[config.mk]
export PLATFORM = sky130hd
export DESIGN_NAME = raster_scan_seq
export DESIGN_NICKNAME = d
export VERILOG_FILES = /design/src/rtl/raster_pkg.sv /design/src/rtl/raster_regs.sv /design/src/rtl/raster_settle.sv /design/src/rtl/raster_drain.sv /design/src/rtl/raster_scan_seq.sv
export SDC_FILE = /design/constraint.sdc
export NUM_CORES = 1
export LEC_CHECK = 0
export ABC_CLOCK_PERIOD_IN_PS = 17630
export CAP_MARGIN = 40
export CORE_ASPECT_RATIO = 0.75
export CORE_UTILIZATION = 40
export DETAILED_ROUTE_END_ITERATION = 8
export DONT_BUFFER_PORTS = 1
export GPL_TIMING_DRIVEN = 0
export PLACE_DENSITY_LB_ADDON = 0.15
export SLEW_MARGIN = 20
export SYNTH_ARGS = -nofsm -noshare
export SYNTH_HDL_FRONTEND = slang
export SYNTH_SLANG_ARGS = --single-unit
[constraint.sdc]
create_clock -name clk -period 17.63 [get_ports clk]
set_clock_uncertainty 0.05 [all_clocks]
set_input_delay 0.8815 -clock clk [delete_from_list [all_inputs] [get_ports clk]]
set_output_delay 0.8815 -clock clk [all_outputs]
set_load 0.1 [all_outputs]
[src/rtl/raster_pkg.sv]
package raster_pkg;

  localparam int unsigned CMD_W  = 4;
  localparam int unsigned WR_BIT = 3;

  typedef enum logic [2:0] {
    REG_POINTS = 3'd0,
    REG_LINES  = 3'd1,
    REG_SETTLE = 3'd2,
    REG_STEPX  = 3'd3,
    REG_STEPY  = 3'd4,
    REG_MASK   = 3'd5,
    REG_START  = 3'd6
  } reg_sel_e;

  typedef enum logic [2:0] {
    ST_IDLE,
    ST_SETTLE,
    ST_ARM,
    ST_SEND,
    ST_STEP
  } scan_st_e;

  // index of the lowest set bit, zero when none is set
  function automatic logic [4:0] lowest_one(input logic [31:0] m);
    logic [4:0] r;
    r = '0;
    for (int i = 31; i >= 0; i--)
      if (m[i]) r = i[4:0];
    return r;
  endfunction

endpackage

[src/rtl/raster_regs.sv]
module raster_regs
  import raster_pkg::*;
#(
  parameter int unsigned CNT_W = 16,
  parameter int unsigned SET_W = 16,
  parameter int unsigned DAC_W = 16,
  parameter int unsigned NADC  = 9
) (
  input  logic                    clk,
  input  logic                    rst_n,
  input  logic                    cmd_ready,
  input  logic [CMD_W-1:0]        cmd_code,
  input  logic [31:0]             cmd_wdata,
  output logic                    cmd_done,
  output logic [31:0]             cmd_rdata,
  input  logic                    frame_end,
  output logic [CNT_W-1:0]        points_q,
  output logic [CNT_W-1:0]        lines_q,
  output logic [SET_W-1:0]        settle_q,
  output logic signed [DAC_W-1:0] dx_q,
  output logic signed [DAC_W-1:0] dy_q,
  output logic [NADC-1:0]         mask_q,
  output logic                    start_q
);

  logic     take;
  logic     wr_en;
  logic     cfg_wr;
  reg_sel_e sel;
  logic [31:0] rd_val;

  assign take   = cmd_ready && !cmd_done;
  assign wr_en  = take && cmd_code[WR_BIT];
  assign cfg_wr = wr_en && !start_q;
  assign sel    = reg_sel_e'(cmd_code[2:0]);

  always_comb begin
    case (sel)
      REG_POINTS: rd_val = 32'(points_q);
      REG_LINES:  rd_val = 32'(lines_q);
      REG_SETTLE: rd_val = 32'(settle_q);
      REG_STEPX:  rd_val = {{(32-DAC_W){dx_q[DAC_W-1]}}, dx_q};
      REG_STEPY:  rd_val = {{(32-DAC_W){dy_q[DAC_W-1]}}, dy_q};
      REG_MASK:   rd_val = 32'(mask_q);
      REG_START:  rd_val = 32'(start_q);
      default:    rd_val = '0;
    endcase
  end

  always_ff @(posedge clk) begin
    if (!rst_n) begin
      cmd_done  <= 1'b0;
      cmd_rdata <= '0;
      points_q  <= '0;
      lines_q   <= '0;
      settle_q  <= '0;
      dx_q      <= '0;
      dy_q      <= '0;
      mask_q    <= '0;
      start_q   <= 1'b0;
    end else begin
      cmd_done <= cmd_ready;
      if (take) cmd_rdata <= rd_val;
      if (cfg_wr) begin
        case (sel)
          REG_POINTS: points_q <= cmd_wdata[CNT_W-1:0];
          REG_LINES:  lines_q  <= cmd_wdata[CNT_W-1:0];
          REG_SETTLE: settle_q <= cmd_wdata[SET_W-1:0];
          REG_STEPX:  dx_q     <= cmd_wdata[DAC_W-1:0];
          REG_STEPY:  dy_q     <= cmd_wdata[DAC_W-1:0];
          REG_MASK:   mask_q   <= cmd_wdata[NADC-1:0];
          default: ;
        endcase
      end
      if (frame_end)
        start_q <= 1'b0;
      else if (wr_en && sel == REG_START && !start_q)
        start_q <= cmd_wdata[0];
    end
  end

endmodule

[src/rtl/raster_settle.sv]
module raster_settle #(
  parameter int unsigned SET_W = 16
) (
  input  logic             clk,
  input  logic             rst_n,
  input  logic             restart,
  input  logic [SET_W-1:0] limit,
  output logic             elapsed
);

  logic [SET_W-1:0] cnt;

  always_ff @(posedge clk) begin
    if (!rst_n)
      cnt <= '0;
    else if (restart)
      cnt <= '0;
    else if (cnt != '1)
      cnt <= cnt + SET_W'(1);
  end

  assign elapsed = (cnt >= limit);

endmodule

[src/rtl/raster_drain.sv]
module raster_drain
  import raster_pkg::*;
#(
  parameter int unsigned NADC = 9,
  parameter int unsigned SW   = 24,
  parameter int unsigned CH_W = 4
) (
  input  logic               clk,
  input  logic               rst_n,
  input  logic               load,
  input  logic [NADC-1:0]    mask,
  input  logic [NADC*SW-1:0] samples,
  input  logic               out_ready,
  output logic               out_valid,
  output logic [CH_W-1:0]    out_chan,
  output logic [SW-1:0]      out_data,
  output logic               empty
);

  logic [NADC-1:0] pend;
  logic [SW-1:0]   held [NADC];

  assign out_chan  = CH_W'(lowest_one(32'(pend)));
  assign out_valid = (pend != '0);
  assign empty     = (pend == '0);

  always_comb begin
    out_data = '0;
    for (int i = 0; i < NADC; i++)
      if (out_chan == CH_W'(i)) out_data = held[i];
  end

  for (genvar g = 0; g < NADC; g++) begin : g_hold
    always_ff @(posedge clk) begin
      if (!rst_n)    held[g] <= '0;
      else if (load) held[g] <= samples[g*SW +: SW];
    end
  end

  always_ff @(posedge clk) begin
    if (!rst_n)
      pend <= '0;
    else if (load)
      pend <= mask;
    else if (out_valid && out_ready)
      pend <= pend & ~(NADC'(1) << out_chan);
  end

endmodule

[src/rtl/raster_scan_seq.sv]
module raster_scan_seq
  import raster_pkg::*;
#(
  parameter int unsigned CNT_W = 16,
  parameter int unsigned SET_W = 16,
  parameter int unsigned DAC_W = 16,
  parameter int unsigned NADC  = 9,
  parameter int unsigned SW    = 24,
  localparam int unsigned CH_W = (NADC > 1) ? $clog2(NADC) : 1
) (
  input  logic                    clk,
  input  logic                    rst_n,
  input  logic                    cmd_ready,
  input  logic [CMD_W-1:0]        cmd_code,
  input  logic [31:0]             cmd_wdata,
  output logic                    cmd_done,
  output logic [31:0]             cmd_rdata,
  output logic signed [DAC_W-1:0] dac_x,
  output logic signed [DAC_W-1:0] dac_y,
  output logic [NADC-1:0]         adc_arm,
  input  logic [NADC-1:0]         adc_done,
  input  logic [NADC*SW-1:0]      adc_sample,
  output logic                    out_valid,
  input  logic                    out_ready,
  output logic [CH_W-1:0]         out_chan,
  output logic [SW-1:0]           out_data,
  output logic                    running
);

  function automatic logic signed [DAC_W-1:0] nudge(
    input logic signed [DAC_W-1:0] p,
    input logic signed [DAC_W-1:0] d,
    input logic back);
    return back ? p - d : p + d;
  endfunction

  logic [CNT_W-1:0]        points_q, lines_q;
  logic [SET_W-1:0]        settle_q;
  logic signed [DAC_W-1:0] dx_q, dy_q;
  logic [NADC-1:0]         mask_q;
  logic                    start_q;

  scan_st_e         st;
  logic [CNT_W-1:0] col, line;
  logic             fwd;
  logic [NADC-1:0]  arm_r;

  // named events between the pieces
  logic start_ok, start_empty, settled, captured;
  logic last_col, last_line, frame_end, restart;
  logic settle_elapsed, drain_empty;

  assign start_ok    = (st == ST_IDLE) && start_q && points_q != '0 && lines_q != '0;
  assign start_empty = (st == ST_IDLE) && start_q && (points_q == '0 || lines_q == '0);
  assign settled     = (st == ST_SETTLE) && settle_elapsed && adc_done == '0;
  assign captured    = (st == ST_ARM) && adc_done == arm_r;
  assign last_col    = (col == points_q - CNT_W'(1));
  assign last_line   = (line == lines_q - CNT_W'(1));
  assign frame_end   = start_empty || ((st == ST_STEP) && !fwd && last_col && last_line);
  assign restart     = start_ok || ((st == ST_STEP) && !frame_end);

  assign running = start_q;
  assign adc_arm = arm_r;

  raster_regs #(.CNT_W(CNT_W), .SET_W(SET_W), .DAC_W(DAC_W), .NADC(NADC)) u_regs (
    .clk, .rst_n, .cmd_ready, .cmd_code, .cmd_wdata, .cmd_done, .cmd_rdata,
    .frame_end, .points_q, .lines_q, .settle_q, .dx_q, .dy_q, .mask_q, .start_q
  );

  raster_settle #(.SET_W(SET_W)) u_settle (
    .clk, .rst_n, .restart, .limit(settle_q), .elapsed(settle_elapsed)
  );

  raster_drain #(.NADC(NADC), .SW(SW), .CH_W(CH_W)) u_drain (
    .clk, .rst_n, .load(captured), .mask(mask_q), .samples(adc_sample),
    .out_ready, .out_valid, .out_chan, .out_data, .empty(drain_empty)
  );

  always_ff @(posedge clk) begin
    if (!rst_n) begin
      st    <= ST_IDLE;
      col   <= '0;
      line  <= '0;
      fwd   <= 1'b1;
      dac_x <= '0;
      dac_y <= '0;
      arm_r <= '0;
    end else begin
      case (st)
        ST_IDLE: if (start_ok) begin
          dac_x <= '0;
          dac_y <= '0;
          col   <= '0;
          line  <= '0;
          fwd   <= 1'b1;
          st    <= ST_SETTLE;
        end
        ST_SETTLE: if (settled) begin
          arm_r <= mask_q;
          st    <= ST_ARM;
        end
        ST_ARM: if (captured) begin
          arm_r <= '0;
          st    <= ST_SEND;
        end
        ST_SEND: if (drain_empty) st <= ST_STEP;
        ST_STEP: begin
          if (frame_end) begin
            st <= ST_IDLE;
          end else begin
            st <= ST_SETTLE;
            if (last_col) begin
              col <= '0;
              if (fwd) begin
                fwd <= 1'b0;
              end else begin
                fwd   <= 1'b1;
                line  <= line + CNT_W'(1);
                dac_y <= nudge(dac_y, dy_q, 1'b0);
              end
            end else begin
              col   <= col + CNT_W'(1);
              dac_x <= nudge(dac_x, dx_q, !fwd);
            end
          end
        end
        default: st <= ST_IDLE;
      endcase
    end
  end

endmodule

# Word level (Yosys, flattened, before mapping)
# Memory sizes are Yosys's and may differ from the RTL's.
# Cells that the tools add are included.
# op_classes
addsub	8
n_mul	0
div	0
n_lt_le_gt_ge	1
eq_ne	30
shift	1
mux	64
bitwise_logic	12
reduce_logical	51
# op_table
op	count
$mux 24	18
$pmux 32 s7	1
$mux 16	12
$pmux 16 s2	4
$add 16x1->16 const B	3
$mux 4	9
$mux 9	4
$add 16x16->16	2
$eq 16x16->1	2
$logic_not 16->1	2
$reduce_bool 16->1	2
$sub 16x1->16 const B	2
$logic_not 9->1	2
$pmux 9 s2	1
$logic_and 1x1->1	17
$eq 4x3->1 const B	4
$ge 16x16->1	1
$ne 16x16->1 const B	1
$ne 2x2->1 const B	8
$sub 16x16->16	1
$pmux 3 s5	1
$eq 3x2->1 const B	4
$eq 3x3->1 const B	4
$mux 3	4
other kinds (23)	58
# totals
ff_bits	225
latch_bits	0
ram_bits	216
rom_bits	0
input_bits	265
out_inout_bits	104
word_cells	186
memories	1
# memory_table
name	words	word_bits	rd	rd_ports_with_merged_regs	wr	line	source
u_drain.held	9	24	9	0	9	raster_drain.sv:21	logic [SW-1:0] held [NADC];

# Longest topological paths before layout
# depth
word_depth	19
depth_mapped	16
ltp_nobuf	16

# Modules after synthesis
# A second synthesis with hierarchy kept.
# unflattened
hier_cells	2395
area_unflattened_um2	23169.7
# by_module_without_submodules
mod	n_inst	cells_each	area_each_um2	seq_area_each_um2
raster_drain	1	907	10473.8	6666.4
raster_scan_seq	1	838	6615.1	1541.5
raster_regs	1	495	4834.6	2162.1
raster_settle	1	155	1246.2	320.3

# Worst setup path before layout
# No wires, ideal clock.
# synth_timing
kind	register to register
startpoint	register arm_r[8] (netlist: adc_arm[8])
endpoint	memory u_drain.held[0][0] (enable)
setup_time_ns	0.585
arrival_ns	6.642
required_ns	16.995
setup_slack_ns	10.352
path_stages_with_launch	7
n_path_buf	1
synth_period_minus_slack_ns	7.278
cell_sequence	dfxtp_1 xnor2_1 nand3_1 nor4_1 nand3_1 clkbuf_1 nand2_1
# synth_rtl
element	line	source
start: declaration	raster_scan_seq.sv:46	logic [NADC-1:0] arm_r;
start signal: assignment	raster_scan_seq.sv:99	arm_r <= mask_q;
end: declaration	raster_drain.sv:21	

# Worst setup path after layout
# layout_timing
startpoint	register u_drain.pend[6]
endpoint	output port out_data[17]
# layout_between
elab_chain_cells	17
word_cells_on_any_way	25
classes_between	eq/ne: 8; mux: 16; reduce/logical: 1
# layout_rtl
element	line	source
start: declaration	raster_drain.sv:20	logic [NADC-1:0] pend;
start signal: assignment	raster_drain.sv:44	pend <= mask;
start signal: assignment	raster_drain.sv:46	pend <= pend & ~(NADC'(1) << out_chan);
$mux 4 * (7 in series)	raster_pkg.sv:29	if (m[i]) r = i[4:0];
$logic_not 4->1	raster_drain.sv:30	if (out_chan == CH_W'(i)) out_data = held[i];
$mux 24 (8 in series)	raster_drain.sv:30	
$mux 24 *	raster_drain.sv:30	
end: declaration	raster_scan_seq.sv:26	output logic [SW-1:0] out_data,
# Every way passes the cells marked *; elsewhere a longest branch is shown, timed or not.

==> results.json <==
{
  "async_flop_share": 0,
  "seq_area_frac_synth": 0.492,
  "rsz0062_at_grt": "false",
  "initial_utilization": 0.407,
  "grt_first_pass_wirelength_um": 117000,
  "synth_edf_count": 216,
  "cts.repair.resized": 0,
  "relSlewSlack": 0.413,
  "via_count": 19000,
  "crit_family": "buffers and inverters",
  "crit_path_start_kind": "register",
  "critPathMostFrequentCell": "clkbuf_1",
  "route.detailed.drc": 0,
  "grt_usage": 0.283,
  "finalNetCount": 2738,
  "cts_tree": "yes",
  "ys_warn_count": 0,
  "setup_viol": 0,
  "hold_depth": 2,
  "yosys.area.top_type": "edfxtp_1",
  "powerDensity_nw_per_um2": 83.5,
  "place.gp.congestion": 0.964,
  "portBuffers": 0,
  "syn-num-nets": 2591,
  "reg2reg_depth": 13,
  "antenna_found_initial": 17,
  "syn_inst": 2270,
  "cp.required_ns": 16.70,
  "grt_pass1_vias": 17600,
  "syn_to_final_growth_pct": 19.6,
  "ys_top_cells_by_area": "edfxtp_1 (30%), dfxtp_1 (19%), and3_1 (7.0%), nand2_1 (5.2%), a21oi_1 (4.4%)",
  "grt_overflow": 0,
  "worstPathArrival_ns": 4.72,
  "dieArea_sq_um": 55200,
  "wl_per_cell_um": 25.4,
  "max_freq_mhz": 177,
  "ctsHoldBuffers": 0,
  "status": "completed",
  "critPathBufInv": 5,
  "crit_slowest_cell": "clkbuf_1",
  "finalSetupTns_ns": 0,
  "ant_nets": 0,
  "period_minus_slack_ns": 5.66,
  "ys_ff_latch": 426,
  "clock_sinks": 426,
  "drt_iter0_markers": 2439,
  "worst_slew_pin_slew_ns": 0.873,
  "holdWs_ns": 0.378,
  "period_share": 0.321,
  "numCtsBuffers": 46,
  "dp_hpwl_um": 62300,
  "wl_um": 80700,
  "cts_setup_buffers": 0,
  "worstSetupPathType": "reg -> out",
  "path_max_fanout": 10,
  "clkTransAtPathRegs_ns": 0.07,
  "min_path_type": "in -> reg",
  "layout_commonest_cell": "nand2_1",
  "layout_common_cells": "nand2_1 (300), and3_1 (244), edfxtp_1 (216)",
  "worstSetupEndpointType": "output port",
  "pin_count": 369,
  "worst_skew_pair.late_latency_ns": 0.59,
  "slowest_delay_ns": 0.55,
  "fp-row-count": 73,
  "synth_flop_cell": "edfxtp_1",
  "maxSlewViolCount": 0,
  "design.core.area_sq_um": 53300,
  "first_pass_iters": 7,
  "cts_root_buf": "clkbuf_16",
  "grt_max_degree": 54,
  "ir_drop_mv": 0.0681,
  "power.leakage_nw": 10.4,
  "htree_levels": 2,
  "drv_cap": 0,
  "path_cells": "nor2_1 -> nor3_1 -> o31ai_1 -> buf_2 -> inv_1 -> clkbuf_1 -> nand3_1 -> clkbuf_1 -> clkbuf_1 -> nand4_1 -> o21ai_0 -> a21oi_4",
  "cp.depth": 12,
  "synth.distinct_cells": 78,
  "die_w_um": 271,
  "synth_top_area_share": 0.299,
  "drive_above_1_share": 0.0927,
  "synth_area_per_cell_sq_um": 9.57,
  "vias_per_cell": 5.98,
  "hold_violations": 0,
  "netlist_area_sq_um": 21700,
  "fp.dieH_um": 204,
  "cts.path.max_buffers": 3
}
-- synthesized netlist by cell type (5+ instances only) --
cell        n
or4_1      22
o21a_1      7
or2_2       5
buf_2       6
mux4_2      9
xnor2_1    59
nand2_1   301
nand3_1    76
nor2_1    121
a221o_1    15
o221ai_1   21
buf_4      16
edfxtp_1  216
nand4_1    21
nand3b_1    8
a22oi_1    29
o21ai_1     7
nand2b_1    9
mux2_2      6
a22o_1      5
ha_1       54
a21oi_1   189
nor2b_1     5
inv_1      49
a21o_1     19
a222oi_1    8
and2_1      8
buf_1       5
xor2_1     40
a31oi_1    28
o211ai_1   16
mux2i_1    53
and3_1    244
or3_1      34
o21ai_0    38
a211oi_1   20
dfxtp_1   210
nor3_1     65
clkbuf_1  137
o31ai_1     8
nor4_1     17
-- path summary, 6_finish.rpt --
path,endpoint,from,slack (ns)
worst max-delay path,out_data[17],u_drain.pend[6],11.97
worst max register to register,dac_y[1],u_regs.lines_q[0],13.16
worst min register to register,u_regs.settle_q[6],u_regs.settle_q[6],0.42
worst min-delay path,u_regs.lines_q[1],cmd_wdata[1],0.38
-- where the power goes --
group,total [mW],internal (mW),switching (mW)
clock,0.941,0.527,0.415
combinational,0.155,0.0426,0.113
sequential,1.07,1.06,0.0124
-- cells by family (layout without fill, tap and decap cells) --
logic type               Yosys count  after routing  share of synthesized area
AO/OA/AOI/OAI                    449            449                      0.134
XOR/XNOR                          99             99                     0.0399
adder cells (fa/ha/maj)           56             56                     0.0330
buffers and inverters            216            396                     0.0411
flip-flops                       426            426                      0.492
multiplexers                      68             68                     0.0369
other                              0             12                          0
AND/OR/NAND/NOR                  956            956                      0.223
-- stage by stage --
stage / setup WS, ns / utilization / power (mW) / cells / area (sq um)
global route: 11.74 / 0.487 / 2.22 / 3172 / 26000
global placement: 6.96 / 0.424 / 1.23 / 2982 / 22600
finish: 11.97 / 0.487 / 2.17 / 3174 / 26000
detailed placement: 12.69 / 0.460 / 1.25 / 3078 / 24500
floorplan: 10.35 / - / 1.20 / 2270 / 21700
CTS: 12.06 / 0.486 / 2.17 / 3159 / 25900
-- registers in the layout (all words and copies together), names as in the netlist --
signal and count:
adc_arm 9, col 16, dac_x 16, dac_y 16
fwd 1, line 16, st 3, u_drain.held 216
u_drain.pend 9, u_regs.cmd_done 1, u_regs.cmd_rdata 17, u_regs.dx_q 16
u_regs.dy_q 16, u_regs.lines_q 16, u_regs.mask_q 9, u_regs.points_q 16
u_regs.settle_q 16, u_regs.start_q 1, u_settle.cnt 16
-- layout make-up --
type                       instances  area [sq um]
fill                            4984         27400
sequential                       426         10700
multi-input combinational       1628         10200
timing repair buffer              99          1850
clock buffer                      65          1260
tap                              712           891
buffer                           166           709
inverter                          50           188
clock inverter                    16           139
antenna                           12          30.0
-- metal layers --
layer / vias up / routed length (um) / track usage
li1: 8662 / - / -
met1: 9320 / 38200 / 0.441
met2: 884 / 34100 / 0.401
met3: 97 / 7100 / 0.0469
met4: 4 / 1320 / 0.0672
met5: - / 27 / 0
Note: power is estimated with default switching activity, not from simulation.
